<file path="src/rtl/burst_seq_pkg.sv">
package burst_seq_pkg;
  typedef enum logic {
    ORD_LINEAR      = 1'b0,
    ORD_INTERLEAVED = 1'b1
  } order_e;
endpackage

</file>
<file path="src/rtl/burst_beat_ctr.sv">
module burst_beat_ctr #(
  parameter int BEAT_W = 2
) (
  input  logic              clk_i,
  input  logic              rst_ni,
  input  logic              clear_i,
  input  logic              step_i,
  output logic [BEAT_W-1:0] beat_o
);
  logic [BEAT_W-1:0] beat_q;

  // clear has priority over step
  always_ff @(posedge clk_i or negedge rst_ni) begin
    if (!rst_ni)      beat_q <= '0;
    else if (clear_i) beat_q <= '0;
    else if (step_i)  beat_q <= beat_q + 1'b1;
  end

  assign beat_o = beat_q;
endmodule

</file>
<file path="src/rtl/burst_start_reg.sv">
module burst_start_reg #(
  parameter int ADDR_W = 20
) (
  input  logic              clk_i,
  input  logic              rst_ni,
  input  logic              load_i,
  input  logic [ADDR_W-1:0] addr_i,
  output logic [ADDR_W-1:0] addr_o
);
  logic [ADDR_W-1:0] addr_q;

  always_ff @(posedge clk_i or negedge rst_ni) begin
    if (!rst_ni)     addr_q <= '0;
    else if (load_i) addr_q <= addr_i;
  end

  assign addr_o = addr_q;
endmodule

</file>
<file path="src/rtl/burst_order_map.sv">
module burst_order_map
  import burst_seq_pkg::*;
#(
  parameter int BEAT_W = 2
) (
  input  logic [BEAT_W-1:0] base_i,
  input  logic [BEAT_W-1:0] beat_i,
  input  order_e            order_i,
  output logic [BEAT_W-1:0] ofs_o
);
  logic [BEAT_W-1:0] lin_ofs;
  logic [BEAT_W-1:0] ilv_ofs;

  // modulo add: the carry out of the top bit is dropped
  assign lin_ofs = base_i + beat_i;

  for (genvar b = 0; b < BEAT_W; b++) begin : g_ilv
    assign ilv_ofs[b] = base_i[b] ^ beat_i[b];
  end

  always_comb begin
    unique case (order_i)
      ORD_INTERLEAVED: ofs_o = ilv_ofs;
      default:         ofs_o = lin_ofs;
    endcase
  end
endmodule

</file>
<file path="src/rtl/burst_addr_seq.sv">
module burst_addr_seq
  import burst_seq_pkg::*;
#(
  parameter int ADDR_W = 20,
  parameter int BEAT_W = 2
) (
  input  logic              clk_i,
  input  logic              rst_ni,
  input  logic              load_i,
  input  logic              adv_i,
  input  logic              mode_i,
  input  logic [ADDR_W-1:0] start_addr_i,
  output logic [ADDR_W-1:0] addr_o
);
  localparam int UPPER_W = ADDR_W - BEAT_W;

  logic [ADDR_W-1:0] start_q;
  logic [BEAT_W-1:0] beat;
  logic [BEAT_W-1:0] ofs;
  order_e            order;

  assign order = order_e'(mode_i);

  burst_start_reg #(.ADDR_W(ADDR_W)) u_start (
    .clk_i  (clk_i),
    .rst_ni (rst_ni),
    .load_i (load_i),
    .addr_i (start_addr_i),
    .addr_o (start_q)
  );

  burst_beat_ctr #(.BEAT_W(BEAT_W)) u_ctr (
    .clk_i   (clk_i),
    .rst_ni  (rst_ni),
    .clear_i (load_i),
    .step_i  (adv_i),
    .beat_o  (beat)
  );

  burst_order_map #(.BEAT_W(BEAT_W)) u_map (
    .base_i  (start_q[BEAT_W-1:0]),
    .beat_i  (beat),
    .order_i (order),
    .ofs_o   (ofs)
  );

  assign addr_o = {start_q[ADDR_W-1 -: UPPER_W], ofs};
endmodule

</file>
<file path="config.mk">
export PLATFORM = sky130hd
export DESIGN_NAME = burst_addr_seq
export DESIGN_NICKNAME = d
export VERILOG_FILES = /design/src/rtl/burst_seq_pkg.sv /design/src/rtl/burst_beat_ctr.sv /design/src/rtl/burst_start_reg.sv /design/src/rtl/burst_order_map.sv /design/src/rtl/burst_addr_seq.sv
export SDC_FILE = /design/constraint.sdc
export NUM_CORES = 1
export LEC_CHECK = 0
export CORE_MARGIN = 2
export CORE_UTILIZATION = 30
export DETAILED_ROUTE_END_ITERATION = 8
export GPL_TIMING_DRIVEN = 0
export RECOVER_POWER = 25
export SYNTH_ARGS = -nofsm -noshare
export SYNTH_HDL_FRONTEND = slang
export SYNTH_SLANG_ARGS = --single-unit
export TNS_END_PERCENT = 100
</file>
<file path="constraint.sdc">
create_clock -name clk_i -period 1.5 [get_ports clk_i]
set_input_delay 0.225 -clock clk_i [delete_from_list [all_inputs] [get_ports clk_i]]
set_output_delay 0.225 -clock clk_i [all_outputs]
set_load 0.02 [all_outputs]
</file>
==> flow_summary.json, run 1 <==
{
  "pwr-share-comb": 0.304,
  "violations": "negative setup slack",
  "vias": 677,
  "finalWorstSetupSlack_ps": -23.4,
  "insertedDiodeCount": 0,
  "cts_tree": "built",
  "hold_class": "in2async",
  "start_util": 0.306,
  "grt_max_degree": 23,
  "endpoint_kind": "primary output",
  "port_buffers": 44,
  "status": "complete, but fails checks",
  "syn-cell-area_um2": 1000,
  "syn-num-nets": 97,
  "clock_path_buffers": 2,
  "power_density_nw_per_um2": 885,
  "final_cell_mix": "23 x clkdlybuf4s50_1, 22 x dfrtp_1, 21 x buf_4",
  "vias_per_cell": 4.08,
  "grt_pass1_wl_um": 2800,
  "seqPwrFrac": 0.503,
  "cp_data_arrival_time_ps": 1300,
  "switching_share": 0.269,
  "min_period_ps": 1520,
  "area_growth_pct": 52.1,
  "track_usage": 0.103,
  "ys_ff_latch": 22,
  "crit_path_max_fanout": 2,
  "cts.sinks": 22,
  "slew_headroom": 0.346,
  "wire_per_inst_um": 11.0,
  "period_share": 1.02,
  "die_y_um": 61.9,
  "ys.warnings.count": 0,
  "layout_commonest_cell": "clkdlybuf4s50_1",
  "wirelength_um": 1830,
  "worst-path-buf-inv": 1,
  "path_cells": "ha_2 > nor2b_4 > xnor2_2 > buf_4",
  "finalHoldViolations": 0,
  "fin_worst_skew_ps": 0.0182,
  "clock_latency_ps": 300,
  "tightest_slew_ps": 978,
  "cts.clk_slew.worst_paths_ps": 120,
  "num-nets-final": 148,
  "synth_top_area_frac": 0.548,
  "postSynthAreaPerCell_um2": 14.2,
  "reg2reg_setup_slack_ps": 480,
  "rows": 21,
  "drc": 0,
  "crit_type": "reg2out",
  "p_int_mw": 0.989,
  "initialDrtViolationCount": 12,
  "power_mw": 1.35,
  "yosys.area.top_type": "dfrtp_1",
  "cp-start-kind": "register",
  "die_area_um2": 3830,
  "grt_pass1_vias": 677,
  "gp_congestion": 0.673,
  "post_dp_cell_area_um2": 1500,
  "postLayoutCellArea_um2": 1530,
  "dr.pass1.iters": 2,
  "antenna_found_initial": 0,
  "gr-total-overflow": 0,
  "fill_cells": 323,
  "die_w_um": 61.9,
  "peakVddDrop_uv": 293,
  "critPathTopFamily": "flip-flops",
  "setup_viol": 1,
  "io_pins": 45,
  "hpwl_um": 1390,
  "numCtsBuffers": 3,
  "drive_gt1_frac": 0.425,
  "p_clk_frac": 0.193,
  "power.switching_mw": 0.363,
  "max_freq_ghz": 0.656,
  "yosys-top-cells-area": "dfrtp_1 55%, mux2_2 22%, buf_4 13%",
  "fp.coreArea_um2": 3280,
  "synth_cell_types": 11,
  "synth-seq-area-share": 0.548,
  "slowest_delay_ps": 410,
  "leakagePower_nw": 0.689,
  "syn-instance-count": 71,
  "cpMaxStageDelayCell": "dfrtp_1",
  "critical_path_required_ps": 1270,
  "slew_viol_final": 0,
  "grt_setup_unrepaired": "true",
  "cap_violations": 0,
  "cts_max_level": 1,
  "cts_root_buf": "clkbuf_4",
  "ant_nets": 0
}
final timing paths:
kind | depth (start not counted) | from | end
setup / recovery | 4 | u_ctr.beat_o[0] | addr_o[1]
hold / removal | 1 | rst_ni | u_start.addr_o[5]
setup reg to reg | 4 | u_ctr.beat_o[0] | u_ctr.beat_o[1]
hold reg to reg | 1 | u_start.addr_o[7] | u_start.addr_o[7]
max in group asynchronous | 1 | rst_ni | u_start.addr_o[7]
min in group clk_i | 1 | u_start.addr_o[7] | u_start.addr_o[7]
power by group through the flow:
stage          Sequential, mW  Clock, mW  Combinational (mW)
5_1_grt                 0.689      0.303               0.447
4_1_cts                 0.681      0.283               0.409
2_1_floorplan           0.687          0               0.244
3_5_place_dp            0.695          0               0.447
3_3_place_gp            0.691          0               0.440
6_report                0.680      0.261               0.411
logic make-up after synthesis:
| group | count (synthesis) | synth area share |
|---|---|---|
| and+or+nand+nor | 3 | 0.0174 |
| xor gates and xnor gates | 3 | 0.0262 |
| DFF | 22 | 0.548 |
| adders and majority gates | 1 | 0.0125 |
| AOI/OAI and AO/OA | 2 | 0.0149 |
| muxes | 20 | 0.224 |
| buffers and inverters | 20 | 0.157 |
cell usage after synthesis, drive strengths merged:
| cell | number |
|---|---|
| a21bo | 1 |
| mux2 | 20 |
| nor2 | 1 |
| buf | 20 |
| nand3b | 1 |
| xnor2 | 3 |
| nor2b | 1 |
| dfrtp | 22 |
| ha | 1 |
| a21oi | 1 |
metrics by stage:
step / setup WS, ps / TNS [ps] / hold slack [ps] / cells / utilization
3_5_place_dp: -249 / -261 / 496 / 161 / 0.458
3_3_place_gp: -255 / -265 / 490 / 161 / 0.458
4_1_cts: -85.4 / -85.4 / 491 / 165 / 0.458
5_1_grt: -97.5 / -97.5 / 506 / 166 / 0.465
6_report: -23.4 / -23.4 / 455 / 166 / 0.465
2_1_floorplan: 204 / 0 / -70.6 / 71 / -
registers in the layout, indices dropped and copies added, names as in the netlist:
signal          count
u_ctr.beat_o        2
u_start.addr_o     20
metal layers:
metal / track usage / wire length (um) / vias up / share of wire
li1: - / - / 321 / -
met1: 0.106 / 739 / 326 / 0.40
met2: 0.198 / 949 / 28 / 0.52
met3: 0.0207 / 133 / 2 / 0.073
met4: 0.0456 / 10 / 0 / 0.0055
met5: 0 / 0 / - / 0
cell type report:
cell class	count	area (um2)	area share
sequential	22	551	0.360
timing repair buffer	46	425	0.278
multi-input combinational	29	314	0.206
buffer	20	158	0.103
tap	46	57.6	0.0377
clock buffer	3	22.5	0.0147
timing repair:
| action | in CTS | in global routing |
|---|---|---|
| setup buffers | 1 | 1 |
| gates resized for setup | 28 | 4 |
| endpoints found under the setup margin | 20 | 1 |
| endpoints found under the hold margin | 0 | 0 |
| pin swaps | 0 | 2 |
| hold buffers | 0 | 0 |
(Power assumes the default switching activity.)
==> run 2: changes to the inputs <==
CORE_UTILIZATION = 44   (was 30)
PLACE_DENSITY = 0.84   (was default)
==> flow_summary.json, run 2 (synthesized netlist as in run 1, its figures left out) <==
{
  "cts_max_level": 1,
  "layout_commonest_cell": "clkdlybuf4s50_1",
  "drc": 0,
  "cap_violations": 0,
  "start_util": 0.459,
  "cts_root_buf": "clkbuf_4",
  "gr-total-overflow": 0,
  "hold_class": "in2async",
  "cts_tree": "built",
  "use_met2": 0.276,
  "die_y_um": 51.8,
  "gp_congestion": 0.748,
  "finalWorstSetupSlack_ps": -39.5,
  "area_growth_pct": 47.3,
  "port_buffers": 44,
  "rows": 17,
  "fill_cells": 196,
  "grt_pass1_vias": 664,
  "cts.clk_slew.worst_paths_ps": 120,
  "die_w_um": 51.8,
  "cts.sinks": 22,
  "period_share": 1.03,
  "grt_pass1_wl_um": 2860,
  "status": "complete, but fails checks",
  "met1_usage": 0.163,
  "drive_gt1_frac": 0.400,
  "crit_path_max_fanout": 2,
  "power_density_nw_per_um2": 947,
  "vias_per_cell": 4.58,
  "place_ws_ps": -244,
  "crit_type": "reg2out",
  "violations": "negative setup slack",
  "fp.coreArea_um2": 2190,
  "ant_nets": 0,
  "clock_latency_ps": 310,
  "cp_data_arrival_time_ps": 1310,
  "insertedDiodeCount": 0,
  "leakagePower_nw": 0.677,
  "hpwl_um": 1400,
  "grt_max_degree": 23,
  "top_usage_layer": "met2",
  "antenna_found_initial": 0,
  "peakVddDrop_uv": 669,
  "dr.pass1.iters": 1,
  "slew_viol_final": 0,
  "io_pins": 45,
  "track_usage": 0.153,
  "num-nets-final": 147,
  "max_freq_ghz": 0.650,
  "slew_headroom": 0.354,
  "wire_per_inst_um": 12.5,
  "finalHoldViolations": 0,
  "cp-start-kind": "register",
  "numCtsBuffers": 3,
  "vias": 678,
  "finalHoldWorstSlack_ps": 438,
  "min_period_ps": 1540,
  "tightest_slew_ps": 967,
  "initialDrtViolationCount": 0,
  "use_met3": 0.0316,
  "clock_path_buffers": 2,
  "largest_register_ffs": 20,
  "endpoint_kind": "primary output",
  "setup_viol": 1,
  "fin_worst_skew_ps": 5.59,
  "critical_path_required_ps": 1270,
  "wirelength_um": 1840,
  "die_area_um2": 2680,
  "grt_setup_unrepaired": "true",
  "final_cell_mix": "23 x clkdlybuf4s50_1, 22 x dfrtp_1, 20 x mux2_2"
}
-- run 2: changes by cell type in the layout (fill, tap and decap cells not counted), sizes merged --
| cell | change |
|---|---|
| clkbuf | +4 |
| buf | -4 |
-- run 2: timing repair --
item | in CTS | in global routing
pin swaps | 0 | 1
cloned | 0 | 0
gates resized for setup | 28 | 1
buffers inserted | 0 | 1
hold buffers | 0 | 0
endpoints found under the hold margin | 0 | 0
endpoints found under the setup margin | 20 | 1
-- run 2: worst paths after layout --
kind | start | endpoint | slack [ps] | cells past startpoint
worst max-delay path | u_start.addr_o[0] | addr_o[1] | -40 | 4
worst min-delay path | rst_ni | u_start.addr_o[19] | 440 | 1
worst max register to register | u_ctr.beat_o[0] | u_ctr.beat_o[1] | 580 | 3
worst min register to register | u_start.addr_o[15] | u_start.addr_o[15] | 520 | 1
max in group asynchronous | rst_ni | u_start.addr_o[11] | 470 | 1
min in group clk_i | u_start.addr_o[15] | u_start.addr_o[15] | 520 | 1
-- run 2: metrics by stage --
| step | instance area (um2) | TNS [ps] | power (mW) | util | cells |
|---|---|---|---|---|---|
| final | 1480 | -39.5 | 1.40 | 0.676 | 148 |
| after global routing | 1480 | -111 | 1.48 | 0.676 | 148 |
| after CTS | 1490 | -97.8 | 1.42 | 0.678 | 147 |
| after detailed placement | 1480 | -246 | 1.14 | 0.676 | 143 |
| after global placement | 1480 | -226 | 1.13 | 0.676 | 143 |
| after floorplan | 1000 | 0 | 0.931 | - | 71 |
-- run 2: area by class of cell --
cell class	instances	area, um2	share of cell area
sequential	22	551	0.372
timing repair buffer	45	414	0.280
multi-input combinational	29	299	0.202
buffer	20	145	0.0981
clock buffer	4	36.3	0.0245
tap	28	35.0	0.0237
-- run 2: per-layer routing --
metal / part of all wire / up-vias
met3: 0.058 / 4
met2: 0.53 / 29
met4: 0.020 / 0
li1: - / 317
met1: 0.39 / 328
met5: 0 / -
-- run 2: critical path, stage by stage, from the launching register on --
cell and delay [ps]:
dfrtp_1 400, ha_2 170, nor2b_1 130, xnor2_1 140, buf_4 160
-- run 2: power breakdown --
group | leakage, nW | internal [mW] | total, mW | switching (mW)
clock network | 0.0210 | 0.148 | 0.326 | 0.178
registers | 0.260 | 0.651 | 0.682 | 0.0306
logic | 0.396 | 0.230 | 0.393 | 0.163
